`src/rtl/int_alu_pkg.sv`:
```
package int_alu_pkg;

    localparam int CLASS_W = 2;
    localparam int FUNCT_W = 6;
    localparam int SEL_W   = 4;

    typedef enum logic [SEL_W-1:0] {
        SEL_AND = 4'b0000,
        SEL_OR  = 4'b0001,
        SEL_ADD = 4'b0010,
        SEL_SUB = 4'b0110,
        SEL_SLT = 4'b0111,
        SEL_NOR = 4'b1100
    } alu_sel_e;

    typedef enum logic [CLASS_W-1:0] {
        CLS_MEM    = 2'b00,
        CLS_BRANCH = 2'b01,
        CLS_REG    = 2'b10,
        CLS_RSVD   = 2'b11
    } op_class_e;

    localparam logic [FUNCT_W-1:0] FN_ADD = 6'b100000;
    localparam logic [FUNCT_W-1:0] FN_SUB = 6'b100010;
    localparam logic [FUNCT_W-1:0] FN_AND = 6'b100100;
    localparam logic [FUNCT_W-1:0] FN_OR  = 6'b100101;
    localparam logic [FUNCT_W-1:0] FN_NOR = 6'b100111;
    localparam logic [FUNCT_W-1:0] FN_SLT = 6'b101010;

    typedef struct packed {
        alu_sel_e sel;
        logic     illegal;
    } dec_t;

    // Operations whose signed overflow is meaningful.
    function automatic logic sel_is_arith(alu_sel_e s);
        return (s == SEL_ADD) || (s == SEL_SUB);
    endfunction

    // Operations that run the adder in subtract mode.
    function automatic logic sel_uses_sub(alu_sel_e s);
        return (s == SEL_SUB) || (s == SEL_SLT);
    endfunction

endpackage

```
`src/rtl/alu_ctrl_decode.sv`:
```
module alu_ctrl_decode
    import int_alu_pkg::*;
(
    input  logic [CLASS_W-1:0] op_class,
    input  logic [FUNCT_W-1:0] funct,
    output dec_t               dec
);

    always_comb begin
        dec.sel     = SEL_AND;
        dec.illegal = 1'b0;
        unique case (op_class)
            CLS_MEM:    dec.sel = SEL_ADD;
            CLS_BRANCH: dec.sel = SEL_SUB;
            CLS_REG: begin
                unique case (funct)
                    FN_ADD:  dec.sel = SEL_ADD;
                    FN_SUB:  dec.sel = SEL_SUB;
                    FN_AND:  dec.sel = SEL_AND;
                    FN_OR:   dec.sel = SEL_OR;
                    FN_NOR:  dec.sel = SEL_NOR;
                    FN_SLT:  dec.sel = SEL_SLT;
                    default: dec.illegal = 1'b1;
                endcase
            end
            default: dec.illegal = 1'b1;
        endcase
    end

    // Class-level decode checks
    always_comb begin
        if (op_class == 2'b00) begin
            a_r1_mem_adds : assert (dec.sel == SEL_ADD && !dec.illegal);
        end
        if (op_class == 2'b01) begin
            a_r2_branch_subs : assert (dec.sel == SEL_SUB && !dec.illegal);
        end
        if (op_class == 2'b11) begin
            a_r12_rsvd_illegal : assert (dec.illegal && dec.sel == SEL_AND);
        end
    end

endmodule

```
`src/rtl/alu_addsub.sv`:
```
module alu_addsub #(
    parameter int WIDTH = 32
) (
    input  logic [WIDTH-1:0] a,
    input  logic [WIDTH-1:0] b,
    input  logic             sub,
    output logic [WIDTH-1:0] sum,
    output logic             carry_into_msb,
    output logic             carry_out
);

    logic [WIDTH-1:0] b_eff;
    logic [WIDTH:0]   carry;

    assign b_eff    = b ^ {WIDTH{sub}};
    assign carry[0] = sub;

    for (genvar i = 0; i < WIDTH; i++) begin : g_fa
        assign sum[i]     = a[i] ^ b_eff[i] ^ carry[i];
        assign carry[i+1] = (a[i] & b_eff[i]) | (a[i] & carry[i]) | (b_eff[i] & carry[i]);
    end

    assign carry_into_msb = carry[WIDTH-1];
    assign carry_out      = carry[WIDTH];

endmodule

```
`src/rtl/alu_bitwise.sv`:
```
module alu_bitwise
    import int_alu_pkg::*;
#(
    parameter int WIDTH = 32
) (
    input  logic [WIDTH-1:0] a,
    input  logic [WIDTH-1:0] b,
    input  alu_sel_e         sel,
    output logic [WIDTH-1:0] y
);

    always_comb begin
        unique case (sel)
            SEL_OR:  y = a | b;
            SEL_NOR: y = ~(a | b);
            default: y = a & b;
        endcase
    end

endmodule

```
`src/rtl/int_alu.sv`:
```
module int_alu
    import int_alu_pkg::*;
#(
    parameter int WIDTH = 32
) (
    input  logic [1:0]       op_class,
    input  logic [5:0]       funct,
    input  logic             signed_op,
    input  logic [WIDTH-1:0] a,
    input  logic [WIDTH-1:0] b,
    output logic [3:0]       alu_sel,
    output logic [WIDTH-1:0] result,
    output logic             zero,
    output logic             overflow,
    output logic             illegal
);

    localparam int MSB = WIDTH - 1;

    dec_t             dec;
    logic [WIDTH-1:0] arith_sum;
    logic [WIDTH-1:0] logic_y;
    logic             c_msb_in;
    logic             c_msb_out;

    alu_ctrl_decode u_dec (
        .op_class (op_class),
        .funct    (funct),
        .dec      (dec)
    );

    alu_addsub #(.WIDTH(WIDTH)) u_adder (
        .a              (a),
        .b              (b),
        .sub            (sel_uses_sub(dec.sel)),
        .sum            (arith_sum),
        .carry_into_msb (c_msb_in),
        .carry_out      (c_msb_out)
    );

    alu_bitwise #(.WIDTH(WIDTH)) u_logic (
        .a   (a),
        .b   (b),
        .sel (dec.sel),
        .y   (logic_y)
    );

    always_comb begin
        unique case (dec.sel)
            SEL_ADD, SEL_SUB: result = arith_sum;
            SEL_SLT:          result = {{(WIDTH-1){1'b0}}, arith_sum[MSB]};
            default:          result = logic_y;
        endcase
    end

    assign alu_sel  = dec.sel;
    assign illegal  = dec.illegal;
    assign zero     = ~|result;
    assign overflow = signed_op & sel_is_arith(dec.sel) & (c_msb_in ^ c_msb_out);

    // Output relations across decoder, adder and flags
    always_comb begin
        if (dec.sel == SEL_SLT) begin
            a_r7_slt_upper_clear : assert (result[MSB:1] == '0);
        end
        if (dec.sel == SEL_SUB && a == b) begin
            a_r8_equal_sub_zero : assert (zero);
        end
        if (!signed_op) begin
            a_r10_unsigned_no_overflow : assert (!overflow);
        end
        if (dec.sel != SEL_ADD && dec.sel != SEL_SUB) begin
            a_r11_nonarith_no_overflow : assert (!overflow);
        end
        if (illegal) begin
            a_r12_illegal_is_and : assert (alu_sel == 4'b0000 && result == (a & b));
        end
    end

endmodule

```
`config.mk`:
```
export PLATFORM = sky130hd
export DESIGN_NAME = int_alu
export DESIGN_NICKNAME = d
export VERILOG_FILES = /design/src/rtl/int_alu_pkg.sv /design/src/rtl/alu_ctrl_decode.sv /design/src/rtl/alu_addsub.sv /design/src/rtl/alu_bitwise.sv /design/src/rtl/int_alu.sv
export SDC_FILE = /design/constraint.sdc
export NUM_CORES = 1
export LEC_CHECK = 0
export BUFFER_PORTS_ARGS = -buffer_cell sky130_fd_sc_hd__buf_2
export CORE_MARGIN = 2
export CORE_UTILIZATION = 52
export DETAILED_ROUTE_END_ITERATION = 8
export PLACE_DENSITY = 0.85
export SLEW_MARGIN = 40
export SYNTH_ARGS = -nofsm -noshare
export SYNTH_HDL_FRONTEND = slang
export SYNTH_SLANG_ARGS = --single-unit
```
`constraint.sdc`:
```
create_clock -name vclk -period 20.9
set_input_delay 1.045 -clock vclk [all_inputs]
set_output_delay 1.045 -clock vclk [all_outputs]
set_load 0.01 [all_outputs]
```
==> summary.txt, run 1 <==
Worst Max-Slew Pin Slew = 0.743 ns
count of synthesis-stage warnings from yosys = 0
row count = 26
1st-pass router iterations = 7
Critical Path RT = 19.85 ns
residual DRC count = 0
max-slew violation count = 0
Hold EP = overflow
post-detail-place hpwl = 7050 um
Achievable Freq = 54.3 MHz
Setup violations, final = 0
vias in the first global route = 3019
first-pass GRT wire length = 14900 um
Starting Density = 0.535
Filler Cells Inserted = 472
IO buf count = 112
# IOs = 112
crit-path max FO = 41
GP Congestion = 0.952
cts-stage hold buffer count = 0
hold_sp = signed_op
CTS resizes = 0
headroom to the max-slew limit = 0.504
post-route clock period utilization = 0.882
# diodes = 0
seq_cells = 0
CP Class = in2out
min cycle time layout = 18.43 ns
Fin Setup TNS = 0 ns
Worst EP arrival = 17.38 ns
most frequent CP cell = fa_1
Post-CTS Setup Repair Bufs = 0
layout cell share with drive strength beyond 1 = 0.296
vias per cell = 6.38
largest net degree at the start of global routing = 42
Area Overhead vs Synth = 21.0%
syn_nets = 464
critical path's largest stage delay = 0.57 ns
WHS Path Cells = 3
wire per inst = 17.7 um
CLK BUF = 0
GRT Residual Overflow = 0
Detailed Route Iter0 Violations = 271
Final #Nets = 554
Yosys cell types = 54
Seq/Total Area, Yosys = 0
Reg area = 0 um2
total global routing track utilization = 0.304
Netlist Area Pre-Place = 2720 um2
status = complete, no violations
Worst setup EP type = output pin
die extent in x = 76.3 um
via count = 3290
synthesized area per cell = 7.59 um2
HP Class = in2out
post-route ant nets = 0
initial antenna violation count = 0
setup repair after global routing missed its margin = false
Die Height = 76.3 um
commonest non-fill, non-tap cell in the layout = buf_2
maximum vdd ir drop = 0.0000209 V
Fin. Hold Viols = 0
Worst Hold Margin = 2.40 ns
most frequent cells in the layout = buf_2 (112), a21oi_1 (42), fa_1 (31)
CP max-delay cell = buf_2
final wirelength = 9110 um
Pwr per Cell Area = 34.8 nW/um2
Max Cap Viol = 0
Multi-input gate area = 2510 um2
leak pwr = 1.47 nW
Core Footprint = 5070 um2
Mapped Cells = 358
Setup crit start kind = input pin
die area = 5820 um2
==> area by class of cell <==
cell class                 instances  share of cell area
inverter                          24              0.0289
multi-input combinational        306               0.765
tap                               70              0.0267
timing repair buffer             116               0.180
==> stage by stage <==
stage                     total power [W]   util  std cells  instance area (um2)  worst slack [ns]
final                            0.000114  0.647        516                 3290              2.47
after global routing             0.000124  0.647        516                 3290              1.71
after CTS                        0.000112  0.647        516                 3290              2.49
after detailed placement         0.000111  0.647        516                 3290              2.57
after global placement           0.000109  0.647        516                 3290              2.93
after floorplan                 0.0000687      -        358                 2720              3.46
==> power by group <==
part           switching, W  internal, W  leakage, nW  total (W)
Sequential                0            0            0          0
Clock                     0            0            0          0
Combinational     0.0000638    0.0000504         1.47   0.000114
==> worst max-delay path, delay by kind of cell <==
| family | cells | cell delay (ns) |
|---|---|---|
| AO/OA/AOI/OAI | 2 | 0.42 |
| adder cells (fa/ha/maj) | 31 | 12.77 |
| XOR/XNOR | 1 | 0.20 |
| AND/OR/NAND/NOR | 5 | 1.46 |
| buffers and inverters | 5 | 1.33 |
| multiplexers | 1 | 0.13 |
==> synthesized netlist by cell type (all sizes together) (8+ instances only) <==
master	instances	area share
a21oi	42	0.077
fa	31	0.23
inv	23	0.032
nand2	19	0.026
xnor2	17	0.055
xor2	16	0.052
buf	15	0.032
nor3	14	0.026
clkbuf	13	0.018
nor2	13	0.018
nor3b	13	0.036
a2bb2oi	10	0.032
nand2b	10	0.023
o31ai	9	0.025
a21o	8	0.022
==> cell families after synthesis <==
| logic type | Yosys count | share of synthesized area |
|---|---|---|
| compound gates | 124 | 0.315 |
| fa+ha+maj | 33 | 0.238 |
| xor+xnor | 33 | 0.106 |
| buf+inv | 52 | 0.0852 |
| mux | 5 | 0.0184 |
| simple gates | 111 | 0.237 |
==> worst max path at each step <==
stage | start | depth (start not counted) | slack [ns] | end
finish | funct[1] | 45 | 2.47 | zero
global route | funct[1] | 45 | 1.71 | zero
CTS | funct[1] | 45 | 2.49 | zero
detailed placement | funct[1] | 45 | 2.57 | zero
global placement | funct[1] | 45 | 2.93 | zero
floorplan | funct[0] | 44 | 3.46 | zero
==> metal layers <==
metal	up-vias	GRT usage	wire [um]
met2	242	0.505	4320
met5	-	0	0
met4	0	0.0473	164
met3	25	0.0284	925
met1	1539	0.438	3700
li1	1484	-	-
Power figures use the tool's default switching activity.
==> inputs of run 2 (changes only) <==
==> constraint.sdc (replaced) <==
create_clock -name vclk -period 20.1
set_input_delay 1.005 -clock vclk [all_inputs]
set_output_delay 1.005 -clock vclk [all_outputs]
set_load 0.01 [all_outputs]
==> summary.txt, run 2 (synthesis gave the netlist of run 1 again) <==
Achievable Freq = 54.6 MHz
CLK BUF = 0
Setup crit start kind = input pin
Area Overhead vs Synth = 21.0%
routed wl met3 = 968 um
most frequent cells in the layout = buf_2 (112), a21oi_1 (42), fa_1 (31)
Worst Max-Slew Pin Slew = 0.707 ns
Top Layer Used = met4
die area = 5820 um2
seq_cells = 0
hold_sp = signed_op
worst slack, placed = 1.85 ns
wire per inst = 17.6 um
CP max-delay cell = or4_1
maximum vdd ir drop = 0.0000230 V
layout cell share with drive strength beyond 1 = 0.296
first-pass GRT wire length = 14900 um
Fin. Hold Viols = 0
# placed instances = 516
Worst EP arrival = 17.30 ns
cts-stage hold buffer count = 0
Metal-1 WL = 3680 um
Crit. Startpoint = funct[1]
largest net degree at the start of global routing = 42
vias in the first global route = 3065
final wirelength = 9100 um
leak pwr = 1.47 nW
Final Core Density = 0.647
metal2 WL = 4230 um
commonest non-fill, non-tap cell in the layout = buf_2
row count = 26
GRT Residual Overflow = 0
1st-pass router iterations = 5
max-slew violation count = 0
Die Height = 76.3 um
setup repair after global routing missed its margin = false
status = complete, no violations
CTS resizes = 0
Reg area = 0 um2
most frequent CP cell = fa_1
critical path's largest stage delay = 0.57 ns
crit-path max FO = 41
Worst setup EP type = output pin
Fin Setup TNS = 0 ns
CP Class = in2out
die extent in x = 76.3 um
min cycle time layout = 18.30 ns
GP Congestion = 0.954
vias per cell = 6.40
Worst Hold Margin = 2.33 ns
HP Class = in2out
Final WS setup = 1.80 ns
headroom to the max-slew limit = 0.529
IO buf count = 112
post-route clock period utilization = 0.910
Max Cap Viol = 0
WHS Path Cells = 3
Core Footprint = 5070 um2
Post-Layout Cell Count = 516
Detailed Route Iter0 Violations = 211
post-route ant nets = 0
Setup violations, final = 0
# IOs = 112
Pwr per Cell Area = 35.9 nW/um2
# diodes = 0
initial antenna violation count = 0
via count = 3303
Starting Density = 0.535
Critical Path RT = 19.09 ns
Final #Nets = 554
post-detail-place hpwl = 7020 um
residual DRC count = 0
total global routing track utilization = 0.304
Post-CTS Setup Repair Bufs = 0
## run 2: cell counts in the layout (fill, tap and decap cells not counted)
No cell type changed its count.
## run 2: worst max-delay path, delay by kind of cell
| family | cells | cell delay, ns |
|---|---|---|
| AND/OR/NAND/NOR | 5 | 1.42 |
| AO/OA/AOI/OAI | 2 | 0.42 |
| multiplexers | 1 | 0.15 |
| XOR/XNOR | 1 | 0.20 |
| buffers and inverters | 5 | 1.30 |
| adder cells (fa/ha/maj) | 31 | 12.75 |
## run 2: layer usage
metal	vias to the layer above	GRT usage
met5	-	0
met4	0	0.0727
met3	27	0.0213
met2	255	0.516
met1	1531	0.425
li1	1490	-
## run 2: power breakdown
part	switching [W]	internal, W	total, W
sequential	0	0	0
clock	0	0	0
combinational	0.0000658	0.0000523	0.000118
total	0.0000658	0.0000523	0.000118
## run 2: stage by stage
step	instance area, um2	total power, W
global placement	3290	0.000114
detailed placement	3290	0.000115
floorplan	2720	0.0000714
CTS	3290	0.000116
finish	3290	0.000118
global route	3290	0.000128
## run 2: path summary, 6_finish.rpt
check | endpoint | slack, ns
min | overflow | 2.33
max | zero | 1.80
## run 2: final cells by class
type                       count  area, um2
inverter                      24       95.1
tap                           70       87.6
timing repair buffer         116        591
multi-input combinational    306       2510
fill                         461       1790
==> inputs of run 3 (changes only) <==
--- a/config.mk
+++ b/config.mk
@@ -5,9 +5,10 @@
 export SDC_FILE = /design/constraint.sdc
 export NUM_CORES = 1
 export LEC_CHECK = 0
+export ABC_AREA = 1
 export BUFFER_PORTS_ARGS = -buffer_cell sky130_fd_sc_hd__buf_2
 export CORE_MARGIN = 2
-export CORE_UTILIZATION = 52
+export CORE_UTILIZATION = 51
 export DETAILED_ROUTE_END_ITERATION = 8
 export PLACE_DENSITY = 0.85
 export SLEW_MARGIN = 40
==> summary.txt, run 3 <==
min cycle time layout = 17.05 ns
residual DRC count = 0
Final #Nets = 668
Yosys cell types = 27
vias in the first global route = 3067
cts-stage hold buffer count = 0
GRT Residual Overflow = 0
commonest non-fill, non-tap cell in the layout = nand2_1
Post-CTS Setup Repair Bufs = 0
Starting Density = 0.523
status = complete, no violations
vias per cell = 5.18
Crit. Startpoint = funct[4]
post-detail-place hpwl = 6440 um
final wirelength = 8000 um
Multi-input gate area = 2390 um2
count of synthesis-stage warnings from yosys = 0
IO buf count = 112
Core Footprint = 5040 um2
die area = 5770 um2
Worst EP arrival = 16.05 ns
Setup crit start kind = input pin
most frequent cells in the layout = nand2_1 (192), buf_2 (112), nor2_1 (49)
initial antenna violation count = 0
GP Congestion = 0.911
Die Height = 75.9 um
die extent in x = 75.9 um
post-synth top area share = 0.275
# diodes = 0
HP Class = in2out
post-route clock period utilization = 0.848
wire per inst = 12.7 um
Critical Path RT = 19.09 ns
Pwr per Cell Area = 33.3 nW/um2
Filler Cells Inserted = 486
CLK BUF = 0
largest net degree at the start of global routing = 48
CP Class = in2out
first-pass GRT wire length = 13300 um
via count = 3265
worst slack, placed = 2.98 ns
Reg area = 0 um2
Detailed Route Iter0 Violations = 241
total global routing track utilization = 0.270
max-slew violation count = 0
Final Core Density = 0.636
crit-path max FO = 33
layout cell share with drive strength beyond 1 = 0.254
most frequent cell after synthesis = nand2_1
CP max-delay cell = fa_1
Worst Max-Slew Pin Slew = 0.677 ns
Achievable Freq = 58.6 MHz
top post-synthesis cells by area = nand2_1 (27%), fa_1 (24%), xor2_1 (10%), nor2_1 (7.0%), inv_1 (5.5%)
1st-pass router iterations = 6
syn_nets = 573
Fin Setup TNS = 0 ns
CTS resizes = 0
Area Overhead vs Synth = 21.5%
Synth top cells by count = nand2_1 (193), nor2_1 (49), inv_1 (39), fa_1 (31), xor2_1 (31)
Max Cap Viol = 0
Final WS setup = 3.05 ns
Netlist Area Pre-Place = 2640 um2
# IOs = 112
Setup violations, final = 0
Worst setup EP type = output pin
Seq/Total Area, Yosys = 0
Mapped Cells = 467
setup repair after global routing missed its margin = false
Worst Hold Margin = 2.33 ns
hold_sp = signed_op
seq_cells = 0
row count = 26
synthesized area per cell = 5.65 um2
most frequent CP cell = fa_1
post-route ant nets = 0
Fin. Hold Viols = 0
headroom to the max-slew limit = 0.548
leak pwr = 1.93 nW
maximum vdd ir drop = 0.0000196 V
critical path's largest stage delay = 0.49 ns
post-synth top area cell = nand2_1
run 3: cell types whose count changed in the layout (fill, tap and decap cells not counted), sizes merged, moves of 17 or more:
cell   before  now
xnor2      17    0
o21ai       7   32
nor2       13   53
a21oi      42   12
inv        23   43
nand2      19  195
nand3       4   22
run 3: cell type report:
| class | instances | share of cell area |
|---|---|---|
| Inverter | 43 | 0.0504 |
| Multi-Input combinational cell | 404 | 0.745 |
| Tap cell | 70 | 0.0273 |
| Timing Repair Buffer | 113 | 0.177 |
run 3: worst max-delay path: cells and delay by family:
kind | cells | cell delay [ns]
buffers and inverters | 6 | 0.52
AO/OA/AOI/OAI | 1 | 0.24
XOR/XNOR | 1 | 0.21
AND/OR/NAND/NOR | 8 | 1.09
adder cells (fa/ha/maj) | 31 | 12.92
run 3: per-layer routing:
layer  track usage  vias to the layer above  wire length [um]
met1         0.342                     1446              3200
met4        0.0582                        0               164
met5             0                        -                 0
li1              -                     1619                 -
met2         0.495                      184              3880
met3        0.0310                       16               757
run 3: cell families after synthesis:
logic type	share of synthesized area
AO/OA/AOI/OAI	0.0906
XOR/XNOR	0.103
adder cells (fa/ha/maj)	0.245
buffers and inverters	0.102
AND/OR/NAND/NOR	0.459
run 3: power by group:
group	internal [W]	total, W	leakage (nW)	switching, W
registers	0	0	0	0
clock network	0	0	0	0
logic	0.0000433	0.000107	1.93	0.0000634
total	0.0000433	0.000107	1.93	0.0000634
run 3: path summary, 6_finish.rpt:
| check | to | slack [ns] | depth (start not counted) |
|---|---|---|---|
| worst max-delay path | zero | 3.05 | 47 |
| worst min-delay path | overflow | 2.33 | 4 |
run 3: metrics by stage:
stage | power (W) | cells | area [um2]
floorplan | 0.0000678 | 467 | 2640
global placement | 0.000104 | 630 | 3190
detailed placement | 0.000107 | 630 | 3210
CTS | 0.000107 | 630 | 3210
global route | 0.000122 | 630 | 3210
finish | 0.000107 | 630 | 3210
